$ cat src/rtl/sftx_pkg.sv
package sftx_pkg;
   typedef enum logic [2:0] {
      ST_IDLE,
      ST_FRAME,
      ST_LEAD,
      ST_WORD,
      ST_GAP
   } sftx_state_e;
endpackage

$ cat src/rtl/sftx_clkgen.sv
module sftx_clkgen #(
   parameter int CW = 16
) (
   input  logic          clk,
   input  logic          rst_n,
   input  logic [CW-1:0] cfg_div,
   input  logic          cfg_inv,
   output logic          tick,
   output logic          ser_clk
);
   localparam logic [CW-1:0] MIN_DIV = CW'(2);

   logic [CW-1:0] cnt, cnt_nx, n_eff, n_last, half;
   logic          sclk_q;

   always_comb begin
      n_eff  = (cfg_div < MIN_DIV) ? MIN_DIV : cfg_div;
      n_last = n_eff - 1'b1;
      half   = n_eff >> 1;
      tick   = (cnt >= n_last);
      cnt_nx = tick ? '0 : cnt + 1'b1;
   end

   always_ff @(posedge clk or negedge rst_n) begin
      if (!rst_n) begin
         cnt    <= '0;
         sclk_q <= 1'b1;
      end else begin
         cnt    <= cnt_nx;
         sclk_q <= (cnt_nx < half);
      end
   end

   assign ser_clk = sclk_q ^ cfg_inv;


   bit_start_high_chk: assert property (@(posedge clk) disable iff (!rst_n)
      tick |=> sclk_q);
endmodule

$ cat src/rtl/sftx_shift.sv
module sftx_shift #(
   parameter int DW = 32
) (
   input  logic          clk,
   input  logic          rst_n,
   input  logic          load,
   input  logic          shift,
   input  logic          cfg_odd,
   input  logic [DW-1:0] din,
   output logic          dout
);
   localparam int FW = DW + 1;

   logic [FW-1:0] sreg;

   always_ff @(posedge clk or negedge rst_n) begin
      if (!rst_n)
         sreg <= '0;
      else if (load)
         sreg <= {din, (^din) ^ cfg_odd};
      else if (shift)
         sreg <= {sreg[FW-2:0], 1'b0};
   end

   assign dout = sreg[FW-1];


   par_sense_chk: assert property (@(posedge clk) disable iff (!rst_n)
      load |=> ((^sreg) == $past(cfg_odd)));
endmodule

$ cat src/rtl/sftx_seq.sv
module sftx_seq
   import sftx_pkg::*;
#(
   parameter int DW = 32,
   parameter int TW = 16
) (
   input  logic          clk,
   input  logic          rst_n,
   input  logic          tick,
   input  logic [TW-1:0] cfg_t1,
   input  logic [TW-1:0] cfg_t2,
   input  logic [TW-1:0] cfg_t3,
   input  logic          fifo_empty,
   output logic          load,
   output logic          shift,
   output logic          frame_q,
   output logic          word_q,
   output logic          done_q
);
   localparam int FW  = DW + 1;
   localparam int BCW = $clog2(FW);

   sftx_state_e    st;
   logic [TW-1:0]  tcnt;
   logic [BCW-1:0] bcnt;

   function automatic logic [TW-1:0] less_one(input logic [TW-1:0] t);
      return (t == '0) ? '0 : t - 1'b1;
   endfunction

   assign load  = tick && ((st == ST_LEAD) || (st == ST_GAP)) &&
                  (tcnt == '0) && !fifo_empty;
   assign shift = tick && (st == ST_WORD);

   always_ff @(posedge clk or negedge rst_n) begin
      if (!rst_n) begin
         st      <= ST_IDLE;
         tcnt    <= '0;
         bcnt    <= '0;
         frame_q <= 1'b0;
         word_q  <= 1'b0;
         done_q  <= 1'b0;
      end else begin
         done_q <= 1'b0;
         if (tick) begin
            case (st)
               ST_IDLE: if (!fifo_empty) begin
                  st      <= ST_FRAME;
                  frame_q <= 1'b1;
                  tcnt    <= less_one(cfg_t1);
               end
               ST_FRAME: if (tcnt == '0) begin
                  st      <= ST_LEAD;
                  frame_q <= 1'b0;
                  tcnt    <= less_one(cfg_t2);
               end else begin
                  tcnt <= tcnt - 1'b1;
               end
               ST_LEAD, ST_GAP: if (tcnt != '0) begin
                  tcnt <= tcnt - 1'b1;
               end else if (load) begin
                  st     <= ST_WORD;
                  word_q <= 1'b1;
                  bcnt   <= BCW'(FW - 1);
               end
               ST_WORD: if (bcnt == '0) begin
                  word_q <= 1'b0;
                  if (!fifo_empty) begin
                     st   <= ST_GAP;
                     tcnt <= less_one(cfg_t3);
                  end else begin
                     st     <= ST_IDLE;
                     done_q <= 1'b1;
                  end
               end else begin
                  bcnt <= bcnt - 1'b1;
               end
               default: st <= ST_IDLE;
            endcase
         end
      end
   end


   frame_word_excl_chk: assert property (@(posedge clk) disable iff (!rst_n)
      !(frame_q && word_q));

   done_pulse_chk: assert property (@(posedge clk) disable iff (!rst_n)
      done_q |=> !done_q);

   done_after_word_chk: assert property (@(posedge clk) disable iff (!rst_n)
      done_q |-> $fell(word_q));

   word_from_pop_chk: assert property (@(posedge clk) disable iff (!rst_n)
      $rose(word_q) |-> $past(load));

   strobe_on_tick_chk: assert property (@(posedge clk) disable iff (!rst_n)
      !tick |=> $stable({frame_q, word_q}));
endmodule

$ cat src/rtl/framed_ser_tx.sv
module framed_ser_tx #(
   parameter int DW = 32,
   parameter int TW = 16,
   parameter int CW = 16
) (
   input  logic          clk,
   input  logic          rst_n,
   input  logic [CW-1:0] cfg_div,
   input  logic [TW-1:0] cfg_t1,
   input  logic [TW-1:0] cfg_t2,
   input  logic [TW-1:0] cfg_t3,
   input  logic          cfg_odd,
   input  logic          cfg_clk_inv,
   input  logic          fifo_empty,
   input  logic [DW-1:0] fifo_data,
   output logic          fifo_pop,
   output logic          ser_clk,
   output logic          ser_frame,
   output logic          ser_word,
   output logic          ser_data,
   output logic          done_irq
);
   generate
      if (DW < 2) begin : g_dw_chk
         $error("framed_ser_tx: DW must be at least 2");
      end
      if (TW < 2) begin : g_tw_chk
         $error("framed_ser_tx: TW must be at least 2");
      end
      if (CW < 2) begin : g_cw_chk
         $error("framed_ser_tx: CW must be at least 2");
      end
   endgenerate

   logic tick, load, shift;

   sftx_clkgen #(.CW(CW)) u_clkgen (
      .clk     (clk),
      .rst_n   (rst_n),
      .cfg_div (cfg_div),
      .cfg_inv (cfg_clk_inv),
      .tick    (tick),
      .ser_clk (ser_clk)
   );

   sftx_seq #(.DW(DW), .TW(TW)) u_seq (
      .clk        (clk),
      .rst_n      (rst_n),
      .tick       (tick),
      .cfg_t1     (cfg_t1),
      .cfg_t2     (cfg_t2),
      .cfg_t3     (cfg_t3),
      .fifo_empty (fifo_empty),
      .load       (load),
      .shift      (shift),
      .frame_q    (ser_frame),
      .word_q     (ser_word),
      .done_q     (done_irq)
   );

   sftx_shift #(.DW(DW)) u_shift (
      .clk     (clk),
      .rst_n   (rst_n),
      .load    (load),
      .shift   (shift),
      .cfg_odd (cfg_odd),
      .din     (fifo_data),
      .dout    (ser_data)
   );

   assign fifo_pop = load;


   data_idle_chk: assert property (@(posedge clk) disable iff (!rst_n)
      !ser_word |-> !ser_data);
endmodule

$ cat config.mk
export PLATFORM = sky130hd
export DESIGN_NAME = framed_ser_tx
export DESIGN_NICKNAME = d
export VERILOG_FILES = /design/src/rtl/sftx_pkg.sv /design/src/rtl/sftx_clkgen.sv /design/src/rtl/sftx_shift.sv /design/src/rtl/sftx_seq.sv /design/src/rtl/framed_ser_tx.sv
export SDC_FILE = /design/constraint.sdc
export NUM_CORES = 1
export LEC_CHECK = 0
export BUFFER_PORTS_ARGS = -buffer_cell sky130_fd_sc_hd__buf_4
export CORE_UTILIZATION = 40
export DETAILED_ROUTE_END_ITERATION = 12
export GPL_TIMING_DRIVEN = 0
export PLACE_DENSITY = 0.66
export SLEW_MARGIN = 20
export SYNTH_ARGS = -nofsm -noshare
export SYNTH_HDL_FRONTEND = slang
export SYNTH_SLANG_ARGS = --single-unit
export TNS_END_PERCENT = 20
$ cat constraint.sdc
create_clock -name clk -period 6 [get_ports clk]
set_input_delay 0.6 -clock clk [delete_from_list [all_inputs] [get_ports clk]]
set_output_delay 0.6 -clock clk [all_outputs]
set_load 0.03 [all_outputs]
==> metrics.txt <==
status=finished clean; CP Buf/Inv Count=4; setup TNS=0 ps; Layout area overhead=22.7%; Post-Synth Simple-Gate Area=23.4%; hold_ws=149 ps; crit path launch type=input pin; CP max-delay cell=or4_1; CTS hold repair buffers=0; Remaining DRCs=0; Clock Sinks=78; Setup crit end kind=flip-flop; fin cells=around 1100; Commonest cells post-synth=77 x dfrtp_1, 57 x xnor2_1, 53 x nor2_1; Final Max Tran Viols=0; Diodes inserted=0; fin util=50.2%; max incr delay on CP=roughly 600 ps; Post-DP Area=roughly 7500 µm²; Routed Antenna Nets=0; DR WL/cell=about 16 µm; VDD IR max=about 180 µV; Core Rows=46; EDFF count, synth=0; largest net degree at the start of global routing=79; Worst-Skew Late Latency=330 ps; Worst-Margin Slew=between 1000 and 1500 ps; Nets=1000; Syn Area/Cell=around 8.7 µm²; worst-path fanout max=10; main combinational cell family by area after synthesis=simple AND/OR/NAND/NOR gates; dpl hpwl=between 10 and 15 mm; DIE AREA=16700 µm²; DRT iter0 DRCs=382; number of global-route vias before repair=approximately 5800; DR vias=6162; layout cells sized above 1=between 10% and 20%; Fin. Hold Viols=0; critical path required time=~6300 ps; Arr. time, crit path=between 5000 and 6000 ps; fmax=about 180 MHz; Seq/Total Area, Yosys=between 30% and 40%; Pwr Total=about 2.5 mW; max cap viols=0; first-pass GRT wire length=between 20 and 30 mm; RSZ-0062 raised after global routing=false; CTS tree=built; Largest delay share family, worst path=simple AND/OR/NAND/NOR gates; Post-Route WL=about 17 mm; Synth Area in Compound Gates=between 20 and 25%; Netlist cell types=67; Die W=between 100 and 150 µm; Period Utilization, post-route=a little over nine tenths; final worst slack=383 ps; Placer Congestion=around 0.9; relative slew slack=approximately 30%; dominant cell by count in the synthesized netlist=dfrtp_1; initial antenna violation count=1; DR pass1 iterations=5; Root Driver=clkbuf_16; XOR/XNOR Fraction of Synth Area=between 10% and 20%; minimum clock period=5620 ps; Yosys top cell area share=roughly 30%; Synthesis Warnings=0; leading area contributor after synthesis=dfrtp_1; Setup WS pre-CTS=-1550 ps; average via count per standard cell=between 5 and 6; worst setup path class=in -> reg; Inst Count DP=about 1100; Longest Clk Path Bufs=2; pwr dens=approximately 320 nW/µm²; gate count after technology mapping=741; Synth Cell Area=~6500 µm²; synthesis-stage register bit count=slightly below 80; final instance area=around 7900 µm²; top_reg_cell synth=dfrtp_1; Final Skew=between 5 and 6 ps; Die Y=roughly 130 µm; synth top area cells=dfrtp_1 30%, xnor2_1 7.7%, ha_1 7.3%, a221o_1 4.9%, xor2_1 4.3%; CTS HTree Levels=3; Synth Area in Adders=under 10%; Core Box Area=roughly 16000 µm²; final setup violation count=0; ys async rst share=100%; Reg clk slew, reported paths=roughly 60 ps; Initial Utilization=40.9%; Syn Nets=between 800 and 900; Fill cells=1495; gr usage total=between 20% and 30%; Top-Level Pins=approximately 110; P_leak=~3.6 nW; GRT overflow=0; worst min path class=in -> async; mux cell area share after synthesis=1.97%; Num CTS Buffers=9; Crit path top cell by count=buf_4; IO buf count=between 100 and 150
[cell usage in the layout, fill, tap and decap left out, drive strengths merged, types with 5 or more instances in the layout]
cell type / n
buf: 126
dfrtp: 77
xnor2: 57
nor2: 53
ha: 38
and3: 36
inv: 36
nand2: 36
nor3: 36
a21oi: 32
xor2: 32
a221o: 32
clkbuf: 29
o21ai: 26
nand3: 19
nor4: 18
nand4: 16
a211oi: 14
o31ai: 12
or3: 11
o22ai: 10
or4: 10
nor2b: 9
nand2b: 7
a21o: 6
a31oi: 6
mux2i: 6
mux2: 6
nor4b: 5
a22o: 5
a221oi: 5
[report_power, final]
group	leakage [nW]	internal, mW	switching, mW
clock network	0.146	0.334	0.216
logic	2.39	0.495	0.707
registers	1.03	0.635	0.126
[sequential cells by signal, indices dropped and copies added, names as in the netlist]
| signal | count |
|---|---|
| u_shift.sreg | 33 |
| u_clkgen.cnt | 16 |
| u_seq.tcnt | 16 |
| u_seq.bcnt | 6 |
| u_seq.st | 3 |
| u_clkgen.sclk_q | 1 |
| u_seq.done_q | 1 |
| u_seq.frame_q | 1 |
| u_seq.word_q | 1 |
[worst reg2reg max path, delay by kind of cell (launching register included)]
| family | cells | cell delay, ps |
|---|---|---|
| buffers and inverters | 3 | 600 |
| AOI/OAI and AO/OA | 6 | 1470 |
| adders and majority gates | 2 | 600 |
| and+or+nand+nor | 3 | 500 |
| DFF | 1 | 430 |
[cell type report]
type                            count  area (µm²)  share of cell area (%)
Tap cell                          216         270                    3.40
Multi-Input combinational cell    593        4280                    53.9
Buffer                             34         163                    2.05
Clock buffer                       11         243                    3.06
Sequential cell                    78        1950                    24.6
Clock inverter                      5        56.3                   0.709
Timing Repair Buffer              110         846                    10.7
Inverter                           35         131                    1.65
[cell families after synthesis]
kind of cell    Yosys count
mux                      12
buf+inv                  70
compound gates          179
flops                    78
simple gates            274
xor+xnor                 90
fa+ha+maj                38
[metal layers]
metal | GRT usage (%) | vias up | routed length (µm) | share of wire [%]
li1 | - | 3047 | - | -
met1 | 31.5 | 2926 | 8700 | 50
met2 | 33.7 | 175 | 7710 | 44
met3 | 3.30 | 14 | 801 | 4.6
met4 | 4.57 | 0 | 182 | 1.0
met5 | 0 | - | 0 | 0
[path summary, 6_finish.rpt]
kind	end	startpoint	depth (start not counted)	slack (ps)
setup reg to reg	u_clkgen.sclk_q	u_clkgen.cnt[1]	14	2330
min in group clk	u_shift.sreg[0]	u_shift.sreg[0]	1	500
max in group asynchronous	u_clkgen.sclk_q	rst_n	2	5230
hold reg to reg	u_shift.sreg[0]	u_shift.sreg[0]	1	500
hold / removal	u_shift.sreg[16]	rst_n	1	150
setup / recovery	u_clkgen.sclk_q	cfg_div[6]	25	380
[what timing repair did]
action | CTS | global route
cloned | 0 | 0
setup endpoints to repair | 12 | 2
pin swaps | 1 | 1
gates resized for setup | 10 | 8
setup buffers | 1 | 2
Note: power is estimated with default switching activity, not from simulation.
